<file path="src/rtl/sys_ctrl_pkg.sv">
package sys_ctrl_pkg;
  typedef enum logic [1:0] {VAR_A = 2'd0, VAR_B = 2'd1, VAR_C = 2'd2, VAR_PLAIN = 2'd3} variant_e;

  localparam int NUM_CFG  = 8;
  localparam int IDX_DLL  = 8;
  localparam int IDX_AUX  = 9;
  localparam int IDX_ID   = 10;
  localparam int NUM_REGS = 11;
  localparam int AW       = 12;
  localparam logic [31:0] DLL_RST = 32'hFFFF_0001;

  function automatic logic [AW-1:0] reg_offset(int i);
    if (i < NUM_CFG) return AW'(i * 4);
    else if (i == IDX_DLL) return 12'h100;
    else if (i == IDX_AUX) return 12'hFF8;
    else return 12'hFFC;
  endfunction

  function automatic bit reg_present(variant_e v, int i);
    case (i)
      2, 5:    return v != VAR_PLAIN;
      3:       return v == VAR_PLAIN;
      6:       return (v == VAR_A) || (v == VAR_C);
      7:       return v == VAR_C;
      default: return 1'b1;
    endcase
  endfunction
endpackage

</file>
<file path="src/rtl/sys_ctrl_decode.sv">
module sys_ctrl_decode
  import sys_ctrl_pkg::*;
#(
  parameter variant_e VARIANT = VAR_PLAIN
) (
  input  logic [AW-1:0]       addr_i,
  output logic [NUM_REGS-1:0] sel_o,
  output logic                hit_o
);
  for (genvar i = 0; i < NUM_REGS; i++) begin : g_sel
    if (reg_present(VARIANT, i)) begin : g_on
      assign sel_o[i] = (addr_i == reg_offset(i));
    end else begin : g_off
      assign sel_o[i] = 1'b0;
    end
  end

  assign hit_o = |sel_o;
endmodule

</file>
<file path="src/rtl/sys_ctrl_regs.sv">
module sys_ctrl_regs
  import sys_ctrl_pkg::*;
#(
  parameter variant_e    VARIANT  = VAR_PLAIN,
  parameter int          NUM_LEDS = 8,
  parameter logic [31:0] CFG0_RST = 32'h0,
  parameter logic [31:0] CFG4_VAL = 32'h0,
  parameter logic [31:0] AUX_ID   = 32'h0,
  parameter logic [31:0] MAIN_ID  = 32'h0
) (
  input  logic                      clk_i,
  input  logic                      rst_ni,
  input  logic                      wr_en_i,
  input  logic [NUM_REGS-1:0]       sel_i,
  input  logic [31:0]               wdata_i,
  output logic [NUM_REGS-1:0][31:0] words_o,
  output logic                      remap_o,
  output logic [NUM_LEDS-1:0]       led_o
);
  localparam bit DRIVE_OUTS = (VARIANT != VAR_C);

  for (genvar i = 0; i < NUM_CFG; i++) begin : g_cfg
    if (i == 3) begin : g_zero
      assign words_o[i] = '0;
    end else if (i == 4) begin : g_ro
      assign words_o[i] = CFG4_VAL;
    end else if (reg_present(VARIANT, i)) begin : g_rw
      localparam logic [31:0] RST = (i == 0) ? CFG0_RST : 32'h0;
      logic [31:0] q;
      always_ff @(posedge clk_i or negedge rst_ni) begin
        if (!rst_ni) q <= RST;
        else if (wr_en_i && sel_i[i]) q <= wdata_i;
      end
      assign words_o[i] = q;
    end else begin : g_absent
      assign words_o[i] = '0;
    end
  end

  // only the mask byte is stored; lock status is always reported locked
  logic [7:0] dll_mask_q;
  always_ff @(posedge clk_i or negedge rst_ni) begin
    if (!rst_ni) dll_mask_q <= DLL_RST[31:24];
    else if (wr_en_i && sel_i[IDX_DLL]) dll_mask_q <= wdata_i[31:24];
  end
  assign words_o[IDX_DLL] = {dll_mask_q, DLL_RST[23:0]};
  assign words_o[IDX_AUX] = AUX_ID;
  assign words_o[IDX_ID]  = MAIN_ID;

  if (DRIVE_OUTS) begin : g_outs
    assign remap_o = words_o[0][0];
    assign led_o   = words_o[1][NUM_LEDS-1:0];
  end else begin : g_no_outs
    assign remap_o = 1'b0;
    assign led_o   = '0;
  end

  assert_dll_mask_only_R8: assert property (@(posedge clk_i) disable iff (!rst_ni)
    (wr_en_i && sel_i[IDX_DLL]) |=>
      (words_o[IDX_DLL][31:24] == $past(wdata_i[31:24])) &&
      (words_o[IDX_DLL][23:0] == $past(words_o[IDX_DLL][23:0])));

  assert_led_hold_R7: assert property (@(posedge clk_i) disable iff (!rst_ni)
    !(wr_en_i && sel_i[1]) |=> $stable(led_o));

  if (DRIVE_OUTS) begin : g_chk_remap
    assert_remap_follow_R6: assert property (@(posedge clk_i) disable iff (!rst_ni)
      (wr_en_i && sel_i[0]) |=> (remap_o == $past(wdata_i[0])));
  end

  if (VARIANT == VAR_C) begin : g_chk_c7
    assert_cfg7_isolated_R9: assert property (@(posedge clk_i) disable iff (!rst_ni)
      (wr_en_i && sel_i[7]) |=> $stable(words_o[6]));
  end
endmodule

</file>
<file path="src/rtl/sys_ctrl_bank.sv">
module sys_ctrl_bank
  import sys_ctrl_pkg::*;
#(
  parameter variant_e    VARIANT  = VAR_PLAIN,
  parameter int          NUM_LEDS = 8,
  parameter logic [31:0] CFG0_RST = 32'h0,
  parameter logic [31:0] CFG4_VAL = 32'h0,
  parameter logic [31:0] AUX_ID   = 32'h0,
  parameter logic [31:0] MAIN_ID  = 32'h0
) (
  input  logic                clk_i,
  input  logic                rst_ni,
  input  logic                psel_i,
  input  logic                penable_i,
  input  logic                pwrite_i,
  input  logic [11:0]         paddr_i,
  input  logic [31:0]         pwdata_i,
  output logic [31:0]         prdata_o,
  output logic                pready_o,
  output logic                pslverr_o,
  output logic                remap_o,
  output logic [NUM_LEDS-1:0] led_o
);
  logic                      access;
  logic [NUM_REGS-1:0]       sel;
  logic                      hit;
  logic [NUM_REGS-1:0][31:0] words;
  logic [31:0]               mux;

  assign access = psel_i && penable_i;

  sys_ctrl_decode #(.VARIANT(VARIANT)) u_dec (
    .addr_i (paddr_i),
    .sel_o  (sel),
    .hit_o  (hit)
  );

  sys_ctrl_regs #(
    .VARIANT (VARIANT), .NUM_LEDS(NUM_LEDS), .CFG0_RST(CFG0_RST),
    .CFG4_VAL(CFG4_VAL), .AUX_ID(AUX_ID), .MAIN_ID(MAIN_ID)
  ) u_regs (
    .clk_i   (clk_i),
    .rst_ni  (rst_ni),
    .wr_en_i (access && pwrite_i),
    .sel_i   (sel),
    .wdata_i (pwdata_i),
    .words_o (words),
    .remap_o (remap_o),
    .led_o   (led_o)
  );

  always_comb begin
    mux = '0;
    for (int i = 0; i < NUM_REGS; i++) if (sel[i]) mux |= words[i];
  end

  assign prdata_o  = access ? mux : '0;
  assign pready_o  = 1'b1;
  assign pslverr_o = access && !hit;

  assert_sel_onehot_R1: assert property (@(posedge clk_i) disable iff (!rst_ni)
    $onehot0(sel));

  assert_err_in_access_R3: assert property (@(posedge clk_i) disable iff (!rst_ni)
    pslverr_o |-> (psel_i && penable_i));

  assert_err_zero_data_R3: assert property (@(posedge clk_i) disable iff (!rst_ni)
    pslverr_o |-> (prdata_o == 32'h0));

  assert_ready_R10: assert property (@(posedge clk_i) disable iff (!rst_ni)
    pready_o);
endmodule

</file>
<file path="config.mk">
export PLATFORM = sky130hd
export DESIGN_NAME = sys_ctrl_bank
export DESIGN_NICKNAME = d
export VERILOG_FILES = /design/src/rtl/sys_ctrl_pkg.sv /design/src/rtl/sys_ctrl_decode.sv /design/src/rtl/sys_ctrl_regs.sv /design/src/rtl/sys_ctrl_bank.sv
export SDC_FILE = /design/constraint.sdc
export NUM_CORES = 1
export LEC_CHECK = 0
export BUFFER_PORTS_ARGS = -buffer_cell sky130_fd_sc_hd__buf_2
export CAP_MARGIN = 10
export CORE_ASPECT_RATIO = 1.2
export CORE_UTILIZATION = 55
export CTS_BUF_LIST = sky130_fd_sc_hd__clkbuf_8
export DETAILED_ROUTE_END_ITERATION = 6
export PLACE_DENSITY = 0.82
export SYNTH_ARGS = -nofsm -noshare
export SYNTH_HDL_FRONTEND = slang
export SYNTH_SLANG_ARGS = --single-unit
</file>
<file path="constraint.sdc">
create_clock -name clk_i -period 2.5 [get_ports clk_i]
set_input_delay 0.125 -clock clk_i [delete_from_list [all_inputs] [get_ports clk_i]]
set_output_delay 0.125 -clock clk_i [all_outputs]
set_load 0.1 [all_outputs]
</file>
==> summary.md <==
| Metric | Value |
|---|---|
| Worst supply voltage drop on vdd | `0.432 mV` |
| Minimum clock period | `1970 ps` |
| Power Density | `448 nW/µm²` |
| Portion of the post-synthesis area used by sequential elements | `48.4%` |
| Routed length per placed instance | `18.5 µm` |
| Vias in the first global route | `2862` |
| Antenna viol nets, final | `0` |
| Post-detailed-placement half-perimeter wirelength | `6190 µm` |
| Worst hold path cell count | `2` |
| Final count of pins violating max slew | `0` |
| Fraction of final layout cells sized beyond drive strength 1 | `55.5%` |
| Number of distinct library cells after synthesis | `28` |
| Kind of critical path | `in2out` |
| Area post-placement | `4650 µm²` |
| Post-Synthesis Cells | `288` |
| Total detailed-routing wirelength | `8610 µm` |
| Synthesized area per cell | `13.0 µm²` |
| Fin Hold WS | `13.5 ps` |
| Number of input and output port buffers inserted | `90` |
| Clock Skew | `0 ps` |
| Boundary pin count | `92` |
| Inserted Clock Buffers | `9` |
| Die Span X | `77.3 µm` |
| DRC violation total after the first TritonRoute iteration | `157` |
| H-tree lvl count | `3` |
| Largest fanout of any net on the critical path | `16` |
| Min-delay worst type | `in2reg` |
| Number of synthesis warnings | `0` |
| Worst Min Path Start | `pwdata_i[7]` |
| Clk Latency, worst-skew pair | `340 ps` |
| Fraction of the cycle the final worst path needs | `78.8%` |
| Count of hold buffers inserted by post-cts repair | `2` |
| Detailed-route DRC error count | `0` |
| Sum of overflow across all layers after global routing | `0` |
| Crit Reg-Reg Endpoint | `u_regs.g_cfg[1].g_rw.q[0]$_DFFE_PN0P_` |
| Area of the mapped netlist | `3740 µm²` |
| Vertical die dimension | `92.4 µm` |
| Worst r2r path cells | `1` |
| Leakage dissipation | `0.00236 µW` |
| Post-CTS setup buffers | `0` |
| Area growth from synthesis to final layout | `29.7%` |
| Count of standard-cell rows | `32` |
| Critical path capture point type | `output pin` |
| Unrepaired setup endpoints after global routing | `no` |
| Peak clock frequency supported by timing | `0.507 GHz` |
| Status | `complete, no violations` |
| Number of instances resized during post-cts repair | `0` |
| Transition at the pin with the smallest max-transition slack | `938 ps` |
| Total via count after detailed routing | `2665` |
| Total global-route track usage | `26.0%` |
| Critical Path AT | `1850 ps` |
| Core area | `6490 µm²` |
| Adder and majority cell fraction of the synthesized area | `0%` |
| Number of antenna violations at the first check in global routing | `0` |
| Routed vias/inst | `5.73` |
| Starting density of the core | `57.7%` |
| Clock transition at the registers of the reported paths | `70 ps` |
| Number of placed instances with taps included | `447` |
| Dominant combinational cell family by area after synthesis | `multiplexers` |
| Post-route design area | `4850 µm²` |
| Detailed Routing Iterations Pass 1 | `4` |
| Bufs on Longest Clock Path | `2` |
| Total negative slack for setup checks | `0 ps` |
| Number of endpoints failing setup at the final stage | `0` |
| Worst reg2reg setup slack | `1700 ps` |
| Critical path startpoint category | `input port` |
| Final Instance Count excl. Fillers | `465` |
| Number of synthesized register bits | `72` |
| Mux contribution to synthesized area | `31.9%` |
| TritonCTS clock tree | `yes` |
| Number of sinks driven by the clock tree | `72` |
| Area share of and/or/nand/nor cells after synthesis | `11.1%` |
| Core utilization of the finished layout | `74.8%` |
| Xor and xnor fraction of the mapped netlist area | `0%` |
| Diodes inserted | `0` |
| Total Die Area | `7140 µm²` |
| Max-cap violations | `0` |
| Launch point of the worst reg-to-reg path | `u_regs.g_cfg[1].g_rw.q[0]$_DFFE_PN0P_` |
| Total Nets Final | `424` |
| Final hold violations | `0` |
| Wire length of the first global-routing pass | `14100 µm` |
| Pin count of the biggest net entering global routing | `43` |
| Hold Path Sink | `u_regs.g_cfg[1].g_rw.q[7]$_DFFE_PN0P_` |
| Master cell of the clock root buffer | `clkbuf_8` |
| Final RePlAce weighted congestion | `0.816` |
| Slew margin rel. | `37.4%` |
| Required arrival time at the worst endpoint | `2380 ps` |
| Total nets after synthesis | `337` |
| Compound-Gate Fraction of Synth Area | `2.51%` |
metrics by stage:
step / worst slack, ps / total power (µW)
final: 529 / 2170
after global placement: 664 / 1340
after detailed placement: 596 / 1350
after global routing: 439 / 2250
after CTS: 566 / 2190
after floorplan: -89.4 / 1250
worst max-delay path by stage:
| stage | start | end | slack (ps) | depth (start not counted) |
|---|---|---|---|---|
| after global placement | paddr_i[6] | prdata_o[11] | 660 | 7 |
| after detailed placement | paddr_i[3] | prdata_o[29] | 600 | 6 |
| after CTS | paddr_i[6] | prdata_o[11] | 570 | 7 |
| after floorplan | paddr_i[3] | prdata_o[17] | -90 | 5 |
| final | paddr_i[3] | prdata_o[26] | 530 | 6 |
| after global routing | paddr_i[3] | prdata_o[26] | 440 | 6 |
power breakdown:
group	switching (µW)	leakage [µW]	internal (µW)
Sequential	0.801	0.000977	1170
Combinational	102	0.00128	58.1
Clock	413	0.000103	433
cell usage after synthesis:
library cell	n	area [µm²]
a21oi_1	17	85.1
a41oi_1	1	8.76
nor4b_4	1	23.8
nand4_1	10	62.6
and2_1	1	6.26
nand2_1	1	3.75
and4_1	5	43.8
buf_6	8	90.1
mux2_4	8	120
conb_1	1	3.75
nand4b_1	9	78.8
buf_2	7	35.0
mux2i_1	16	160
mux2_2	66	743
nand3_1	9	45.0
nor2_1	16	60.1
nor3_1	2	10.0
dfrtp_1	64	1600
clkbuf_1	4	15.0
mux2_1	15	169
nor4_2	1	12.5
dfstp_2	8	210
buf_4	11	82.6
nand4b_2	1	15.0
and3_1	2	12.5
and4b_1	2	20.0
buf_1	1	3.75
nor4_4	1	21.3
state kept, by name, summed over array words and instances (netlist names):
register,count
u_regs.dll_mask_q,8
u_regs.g_cfg.g_rw.q,64
cells by family (layout without fill, tap and decap cells):
group	Yosys count	in the layout
compound gates	18	18
simple gates	61	61
other cells	1	1
buf+inv	31	123
flops	72	72
mux	105	105
layout by cell type (no fill, tap or decap), drive strengths merged, types with 3 or more instances in the layout:
cell / Yosys / routed
nor2: 16 / 16
nand4: 10 / 10
nand4b: 10 / 10
dfrtp: 64 / 64
mux2i: 16 / 16
and4: 5 / 5
buf: 27 / 105
mux2: 89 / 89
nand3: 9 / 9
a21oi: 17 / 17
clkinv: 0 / 3
dfstp: 8 / 8
clkbuf: 4 / 12
layer usage:
metal | part of all wire [%] | up-vias | GRT usage (%)
met5 | 0 | - | 0
met4 | 2.0 | 0 | 10.8
met3 | 7.2 | 17 | 7.98
met2 | 49 | 101 | 41.4
met1 | 42 | 1326 | 32.7
li1 | - | 1221 | -
worst max-delay path, stage by stage:
cell and delay (ps):
buf_2 120, nor3_2 530, buf_4 320, nand4b_1 120, a21oi_1 170, buf_2 460
cell type report:
class | count | area, µm²
tap | 85 | 106
timing repair buffer | 107 | 1020
multi-input combinational | 185 | 1730
clock inverter | 4 | 18.8
sequential | 72 | 1810
clock buffer | 12 | 165
fill | 446 | 1630
(Power assumes the default switching activity.)
